===== src/rtl/cms_pkg.sv =====
package cms_pkg;

    typedef enum logic [3:0] {
        S_IDLE,
        S_LOAD,
        S_ARM,
        S_CMP,
        S_OR,
        S_FIX,
        S_FINAL,
        S_PICK,
        S_ENC,
        S_REPORT
    } cms_state_e;

    // Broadcast strobes from the sequencer to the array
    typedef struct packed {
        logic capture;   // latch element words
        logic cmp;       // every element re-compares against key
        logic pick;      // resolver registers one grant
        logic enc;       // outputs take key and encoded index
        logic report;    // done pulse
    } cms_ctl_t;

    function automatic int unsigned cms_latency(input int unsigned w);
        return 4 * w + 5;
    endfunction

    function automatic int unsigned cms_idx_w(input int unsigned n);
        return (n > 1) ? $clog2(n) : 1;
    endfunction

endpackage


===== src/rtl/cms_element.sv =====
module cms_element
    import cms_pkg::*;
#(
    parameter int W = 12
) (
    input  logic         clk,
    input  logic         rst,
    input  cms_ctl_t     ctl,
    input  logic [W-1:0] val_in,
    input  logic [W-1:0] key,
    input  logic [W-1:0] care,
    output logic         flag
);

    logic [W-1:0] word_q;

    always_ff @(posedge clk) begin
        if (rst) begin
            word_q <= '0;
            flag   <= 1'b0;
        end else if (ctl.capture) begin
            word_q <= val_in;
            flag   <= 1'b0;
        end else if (ctl.cmp) begin
            flag   <= (((word_q ^ key) & care) == '0);
        end
    end

endmodule


===== src/rtl/cms_ctrl.sv =====
module cms_ctrl
    import cms_pkg::*;
#(
    parameter int W = 12
) (
    input  logic         clk,
    input  logic         rst,
    input  logic         start,
    input  logic         any_hit,
    output cms_ctl_t     ctl,
    output logic [W-1:0] key,
    output logic [W-1:0] care
);

    localparam int BW = (W > 1) ? $clog2(W) : 1;
    localparam logic [BW-1:0] TOP_BIT = BW'(W - 1);

    cms_state_e    state;
    logic [BW-1:0] bit_q;
    logic          any_q;

    always_ff @(posedge clk) begin
        if (rst) begin
            state <= S_IDLE;
            key   <= '0;
            care  <= '0;
            bit_q <= '0;
            any_q <= 1'b0;
        end else begin
            unique case (state)
                S_IDLE:   if (start) state <= S_LOAD;
                S_LOAD: begin
                    key   <= '0;
                    care  <= '0;
                    bit_q <= TOP_BIT;
                    state <= S_ARM;
                end
                S_ARM: begin
                    key[bit_q]  <= 1'b0;
                    care[bit_q] <= 1'b1;
                    state       <= S_CMP;
                end
                S_CMP:    state <= S_OR;
                S_OR: begin
                    any_q <= any_hit;
                    state <= S_FIX;
                end
                S_FIX: begin
                    if (!any_q) key[bit_q] <= 1'b1;
                    if (bit_q == '0) begin
                        state <= S_FINAL;
                    end else begin
                        bit_q <= bit_q - 1'b1;
                        state <= S_ARM;
                    end
                end
                S_FINAL:  state <= S_PICK;
                S_PICK:   state <= S_ENC;
                S_ENC:    state <= S_REPORT;
                S_REPORT: state <= S_IDLE;
                default:  state <= S_IDLE;
            endcase
        end
    end

    always_comb begin
        ctl.capture = (state == S_IDLE) && start;
        ctl.cmp     = (state == S_CMP) || (state == S_FINAL);
        ctl.pick    = (state == S_PICK);
        ctl.enc     = (state == S_ENC);
        ctl.report  = (state == S_REPORT);
    end


    busy_no_capture_chk: assert property (@(posedge clk) disable iff (rst)
        (state != S_IDLE) |-> !ctl.capture);

endmodule


===== src/rtl/cms_resolver.sv =====
module cms_resolver
    import cms_pkg::*;
#(
    parameter int N  = 8,
    parameter int IW = 3
) (
    input  logic          clk,
    input  logic          rst,
    input  cms_ctl_t      ctl,
    input  logic [N-1:0]  flags,
    output logic [N-1:0]  grant,
    output logic [IW-1:0] idx
);

    logic [N-1:0] lowest;

    // isolate lowest set flag: lowest index wins a tie
    assign lowest = flags & (~flags + N'(1));

    always_ff @(posedge clk) begin
        if (rst || ctl.capture) grant <= '0;
        else if (ctl.pick)      grant <= lowest;
    end

    always_comb begin
        idx = '0;
        for (int i = 0; i < N; i++) begin
            if (grant[i]) idx = idx | IW'(i);
        end
    end


    grant_single_chk: assert property (@(posedge clk) disable iff (rst)
        $onehot0(grant));


    grant_flagged_chk: assert property (@(posedge clk) disable iff (rst)
        (grant & ~flags) == '0);

endmodule


===== src/rtl/cam_min_search.sv =====
module cam_min_search
    import cms_pkg::*;
#(
    parameter int N  = 8,
    parameter int W  = 12,
    localparam int IW = cms_idx_w(N)
) (
    input  logic           clk,
    input  logic           rst,
    input  logic           start,
    input  logic [N*W-1:0] elem_vals,
    output logic [W-1:0]   min_val,
    output logic [IW-1:0]  win_idx,
    output logic           done
);

    cms_ctl_t      ctl;
    logic [W-1:0]  key;
    logic [W-1:0]  care;
    logic [N-1:0]  flags;
    logic [N-1:0]  grant;
    logic [IW-1:0] idx;
    logic          any_hit;

    cms_ctrl #(.W(W)) u_ctrl (
        .clk     (clk),
        .rst     (rst),
        .start   (start),
        .any_hit (any_hit),
        .ctl     (ctl),
        .key     (key),
        .care    (care)
    );

    for (genvar g = 0; g < N; g++) begin : g_elem
        cms_element #(.W(W)) u_elem (
            .clk    (clk),
            .rst    (rst),
            .ctl    (ctl),
            .val_in (elem_vals[g*W +: W]),
            .key    (key),
            .care   (care),
            .flag   (flags[g])
        );
    end

    // global any-match line
    assign any_hit = |flags;

    cms_resolver #(.N(N), .IW(IW)) u_res (
        .clk   (clk),
        .rst   (rst),
        .ctl   (ctl),
        .flags (flags),
        .grant (grant),
        .idx   (idx)
    );

    always_ff @(posedge clk) begin
        if (rst) begin
            min_val <= '0;
            win_idx <= '0;
            done    <= 1'b0;
        end else begin
            if (ctl.enc) begin
                min_val <= key;
                win_idx <= idx;
            end
            done <= ctl.report;
        end
    end


    done_pulse_chk: assert property (@(posedge clk) disable iff (rst)
        done |=> !done);


    done_has_winner_chk: assert property (@(posedge clk) disable iff (rst)
        done |-> ($countones(grant) == 1));


    result_hold_chk: assert property (@(posedge clk) disable iff (rst)
        !ctl.enc |=> ($stable(min_val) && $stable(win_idx)));

endmodule


===== config.mk =====
export PLATFORM = sky130hd
export DESIGN_NAME = cam_min_search
export DESIGN_NICKNAME = d
export VERILOG_FILES = /design/src/rtl/cms_pkg.sv /design/src/rtl/cms_element.sv /design/src/rtl/cms_ctrl.sv /design/src/rtl/cms_resolver.sv /design/src/rtl/cam_min_search.sv
export SDC_FILE = /design/constraint.sdc
export NUM_CORES = 1
export LEC_CHECK = 0
export ABC_CLOCK_PERIOD_IN_PS = 1780
export BUFFER_PORTS_ARGS = -buffer_cell sky130_fd_sc_hd__buf_4
export CELL_PAD_IN_SITES_DETAIL_PLACEMENT = 0
export CELL_PAD_IN_SITES_GLOBAL_PLACEMENT = 1
export CORE_ASPECT_RATIO = 0.7
export CORE_MARGIN = 5
export CORE_UTILIZATION = 38
export CTS_CLUSTER_DIAMETER = 200
export CTS_CLUSTER_SIZE = 16
export DETAILED_ROUTE_END_ITERATION = 6
export PLACE_DENSITY_LB_ADDON = 0.1
export SYNTH_ARGS = -nofsm -noshare
export SYNTH_HDL_FRONTEND = slang
export SYNTH_SLANG_ARGS = --single-unit
export TNS_END_PERCENT = 50

===== constraint.sdc =====
create_clock -name clk -period 1.78 [get_ports clk]
set_clock_uncertainty 0.1 [all_clocks]
set_input_delay 0.089 -clock clk [delete_from_list [all_inputs] [get_ports clk]]
set_output_delay 0.089 -clock clk [all_outputs]
set_load 0.01 [all_outputs]

==> Yosys cells after proc, flatten, opt, wreduce, memory -nomap -nowiden <==
Cells that the tools add are included.
W data, S select, Z words.
{ "word_totals": {"reg_bits": 161, "input_bits": 99, "output_inout_bits": 16, "elab_cells": 101} }
{ "classes": {"add_sub_neg": 2, "magnitude_cmp": 2, "n_eq_ne": 12, "n_mux": 17, "bitwise_logic": 22, "n_reduce_logical": 21} }
{ "op_table": {"columns": ["operator", "n"], "rows": [
  ["$and A12 B12 Y12", 9],
  ["$logic_not A12 Y1", 8],
  ["$xor A12 B12 Y12", 8],
  ["$pmux W12 S3", 1],
  ["$pmux W4 S9", 1],
  ["$or A12 B12 Y12", 2],
  ["$pmux W12 S2", 1],
  ["$eq A4 B3 Y1 const B", 4],
  ["$mux W3", 5],
  ["$mux W12", 1],
  ["$not A12 Y12", 1],
  ["$add A8 B1 Y8 const B", 1],
  ["$and A8 B8 Y8", 1],
  ["$eq A4 B2 Y1 const B", 2],
  ["$eq A4 B4 Y1 const B", 2],
  ["$logic_not A4 Y1", 2],
  ["$mux W4", 2],
  ["$not A8 Y8", 1],
  ["$pmux W4 S2", 1],
  ["$reduce_or A8 Y1", 1],
  ["$ne A2 B2 Y1 const B", 3],
  ["$lt A4 B5 Y1 const B", 1],
  ["$demux W1 S4", 1],
  ["$eq A4 B1 Y1 const B", 1],
  ["10 further kinds", 16]
]} }

==> Longest topological paths before layout <==
{ "depth": {"depth_word": 7, "depth_mapped": 8} }

==> Hierarchy <==
Synthesis repeated with hierarchy kept, for this count alone.
{ "unflattened": {"cells_unflattened": 770, "hier_area_um2": 7591.0} }
{ "by_module_without_submodules": {"columns": ["module", "instances", "cells_each", "area_per_inst_um2", "seq_area_each_um2"], "rows": [
  ["cms_element", 8, 63, 624.3, 260.2],
  ["cms_ctrl", 1, 172, 1637.8, 660.6],
  ["cam_min_search", 1, 53, 585.6, 320.3],
  ["cms_resolver", 1, 41, 372.9, 160.2]
]} }

==> Worst setup path before layout <==
Ideal clock, no wire load.
{ "synth_timing": {"kind": "reg-to-reg", "start": "register u_ctrl.bit_q[0]", "end": "register u_ctrl.state[2]", "setup_time_ns": 0.086, "arrival_ns": 1.591, "setup_slack_ns": 0.004, "stages_incl_launch_ff": 9, "path_buffers": 2, "synth_period_minus_slack_ns": 1.776, "path_cell_list": "dfxtp_1 inv_1 ha_1 buf_2 or3b_1 clkbuf_1 o21ai_0 nand2_1 a211oi_1"} }
{ "synth_between": {"elab_chain_cells": 3} }
{ "synth_rtl": {"columns": ["item", "line_no", "source"], "rows": [
  ["start, declared", "cms_ctrl.sv:19", "logic [BW-1:0] bit_q;"],
  ["start signal, assigned", "cms_ctrl.sv:53", "bit_q <= bit_q - 1'b1;"],
  ["$logic_not A4 Y1", "cms_ctrl.sv:50", "if (bit_q == '0) begin"],
  ["$mux W3", "cms_ctrl.sv:50", null],
  ["$pmux W4 S9", "cms_ctrl.sv:30", "unique case (state)"],
  ["end signal, assigned", "cms_ctrl.sv:31", "S_IDLE: if (start) state <= S_LOAD;"],
  ["end signal, assigned", "cms_ctrl.sv:51", "state <= S_FINAL;"],
  ["end signal, assigned", "cms_ctrl.sv:54", "state <= S_ARM;"],
  ["end, declared", "cms_ctrl.sv:18", "cms_state_e state;"]
]} }
No other way between the ends.
A chain may end at the register's enable or synchronous reset.

==> Final worst setup path <==
{ "layout_timing": {"start": "register u_ctrl.state[2]", "end": "register u_ctrl.key[5]"} }
{ "layout_between": {"elab_chain_cells": 3} }
{ "layout_rtl": {"columns": ["item", "line_no", "source"], "rows": [
  ["start signal, assigned", "cms_ctrl.sv:24", "state <= S_IDLE;"],
  ["start signal, assigned", "cms_ctrl.sv:31", null],
  ["start signal, assigned", "cms_ctrl.sv:36", "state <= S_ARM;"],
  ["$eq A4 B3 Y1 (tied with other cells)", "cms_ctrl.sv:30", null],
  ["$ne A2 B2 Y1 (no source line) or $reduce_bool A3 Y1 (tied branches)", null, null],
  ["$reduce_and A2 Y1 (no source line)", null, null],
  ["end signal, assigned", "cms_ctrl.sv:25", "key <= '0;"],
  ["end signal, assigned", "cms_ctrl.sv:33", "key <= '0;"],
  ["end signal, assigned by index", "cms_ctrl.sv:39", "key[bit_q] <= 1'b0;"],
  ["end, declared", "cms_ctrl.sv:11", "output logic [W-1:0] key,"]
]} }
Parallel ways exist; a longest one is shown, timed or not.

==> reports/qor.txt <==
Hold Crit Start = rst
Clock-pin transition on the worst setup and hold timing paths = 0.07 ns
Worst r2r dst = u_ctrl.key[5]$_SDFFE_PP0P_
Most common cell after layout, fill and taps aside = nand2_1
Number of synthesized flops with an enable pin = 0
Drt drc = 0
Die Y = 126 um
DR vias/cell = 5.07
Vias = 6,970
CTS tree = yes
Die W = 176 um
Core occupancy in the finished layout = 0.544
Worst setup EP type = flop
Largest net degree at the start of global routing = 117
Commonest non-fill, non-tap cells in the layout = nand2_1, buf_4, dfxtp_1, a21oi_1, xor2_1
GRT overflow = 0
Mapped Nets = 1,012
Synthesized cell area = 7300 sq um
Worst R2R Start = u_ctrl.state[2]$_SDFFE_PP0P_
Worst Setup SP = u_ctrl.state[2]$_SDFFE_PP0P_
Async SR Flop Fraction = 0
WS Path Type = reg -> reg
Post-CTS setup buffer count = 0
Warnings, synthesis = 0
Gp weighted congestion = 0.852
# setup viols final = 0
Synth Instances = 909
Syn-to-layout area delta = 40.9%
Hold path depth = 3
Filler cells = 1,800
Initial Util = 0.386
Synthesized area per cell = 8.03 sq um
Clock Latency Late Sink = 0.44 ns
HP Class = in -> reg
Startpoint Class = flop
Initial antenna violation count = 0
Inserted Diodes = 0
Global-route wire length before repair = 38,200 um
Fin crit period = 1.77 ns
Crit path DAT = 2.01 ns
Max Slew Vio Count = 0
Finished Layout Cells = 1,376
Hold Path Sink = g_elem[5].u_elem.flag$_SDFFE_PP0P_
Die area = 22,100 sq um
Post-synthesis sequential area ratio = 0.439
Num CTS Buffers = 17
Power Density = 876 nW/um^2
WL per Instance = 17.9 um
Antenna-violating nets left = 0
I/O Pins = 115
Worst-Margin Slew = 0.689 ns
H-Tree Depth = 4
Total Wirelength = 24,600 um
Reg2reg setup slack = 0.008 ns
MaxCap Viol Count = 0
Reg2Reg Depth = 5
Maximum clock rate = 564 MHz
Predominant post-synthesis flop cell = dfxtp_1
Initial drt markers = 476
Total Power = 9.02 mW
Slew headroom = 0.539
Final Hold Violating Endpoints = 0
Global Route Usage Sum = 0.220
TritonCTS Sinks = 160
Number of port buffers = 114
Req. time, crit path = 2.02 ns
Site Rows = 42
Worst VDD drop = 0.682 mV
Static Leak = 4.48 nW
Unrepaired setup endpoints after global routing = true
Cell variety after synth = 42
Max Root-Sink Buffers = 2
Via count of the first global-routing pass = 6,707
CP max FO = 13
Status = complete, no violations
Cell count after placement = 1,248
Share of layout cells above drive strength 1 = 0.202
DP Wirelength = 16,700 um
Synth Register Bits = 160
Fin nets = 1,225
Root buf cell = clkbuf_16
Core Box Area = 18,900 sq um
DRT Pass-1 Iters = 5
Period utilisation layout = 0.995
-- worst max-delay path by stage --
stage,to,slack (ns)
2_1_floorplan,u_ctrl.state[2]$_SDFFE_PP0P_,0.004
3_3_place_gp,u_ctrl.state[2]$_SDFFE_PP0P_,-0.04
3_5_place_dp,u_ctrl.state[2]$_SDFFE_PP0P_,-0.004
4_1_cts,u_ctrl.bit_q[1]$_SDFFE_PP0P_,0.01
5_1_grt,u_ctrl.key[5]$_SDFFE_PP0P_,-0.04
6_report,u_ctrl.key[5]$_SDFFE_PP0P_,0.008
-- cells in the mapped netlist, types with 8 or more instances --
library cell  count  area share
dfxtp_1         160        0.44
nand3_1          26       0.018
a22oi_1          33       0.034
nand4_1           8      0.0069
buf_2            27       0.019
a222oi_1          8       0.011
a32oi_1          11       0.013
nor3_1            8      0.0055
o2bb2ai_1         8      0.0096
nor2_1           29       0.015
a21oi_1         142       0.097
nand2_1         232        0.12
o21ai_0          12      0.0082
buf_1             8      0.0041
clkbuf_1         45       0.023
xor2_1           98        0.12
-- worst max-delay path, cell delays in order (launching register included) --
cell	delay (ns)
dfxtp_1	0.34
buf_4	0.17
or4b_4	0.64
a21oi_1	0.14
o21ai_0	0.09
a21oi_1	0.21
-- kinds of logic after synthesis --
logic type / share of synthesized area
and+or+nand+nor: 0.197
DFF: 0.439
xor gates and xnor gates: 0.120
buffers and inverters: 0.0540
adders and majority gates: 0.00685
AOI/OAI and AO/OA: 0.183
-- final cells by class --
cell class                      count  area (sq um)  area share
Clock inverter                     14           135      0.0131
Tap cell                          242           303      0.0294
Timing Repair Buffer              279          2450       0.238
Inverter                            4          15.0     0.00146
Clock buffer                       17           425      0.0413
Sequential cell                   160          3210       0.312
Multi-Input combinational cell    660          3750       0.365
-- state kept, by name, indices dropped and copies added (netlist names), 4 cells and up --
signal,count
g_elem.u_elem.word_q,96
min_val,12
u_ctrl.care,12
u_ctrl.key,12
g_elem.u_elem.flag,8
u_res.grant,7
u_ctrl.bit_q,4
u_ctrl.state,4
-- layer usage --
| layer | GRT usage | wire [um] | vias to the layer above |
|---|---|---|---|
| li1 | - | - | 3516 |
| met3 | 0.0458 | 1620 | 30 |
| met4 | 0.0619 | 380 | 0 |
| met2 | 0.328 | 10500 | 230 |
| met1 | 0.323 | 12100 | 3194 |
| met5 | 0 | 0 | - |
-- per-stage QoR --
step	hold slack [ns]	setup TNS (ns)	cell area (sq um)	setup WS, ns
floorplan	0.125	0	7300	0.00392
global placement	0.241	-0.0435	8720	-0.0435
detailed placement	0.244	-0.00408	8720	-0.00408
CTS	0.0843	0	10300	0.0109
global route	0.0843	-0.100	10300	-0.0404
finish	0.0701	0	10300	0.00819
-- power by group --
group | internal (mW) | total (mW) | switching [mW]
registers | 3.79 | 3.98 | 0.182
logic | 0.726 | 1.48 | 0.752
clock network | 1.93 | 3.56 | 1.63
total | 6.45 | 9.02 | 2.56
-- timing repair --
action / 4_1_cts / 5_1_grt
pin swaps: 0 / 1
hold buffers: 97 / 0
endpoints found under the hold margin: 97 / 0
resized for setup: 1 / 11
setup endpoints to repair: 1 / 106
Note: power is estimated with default switching activity, not from simulation.
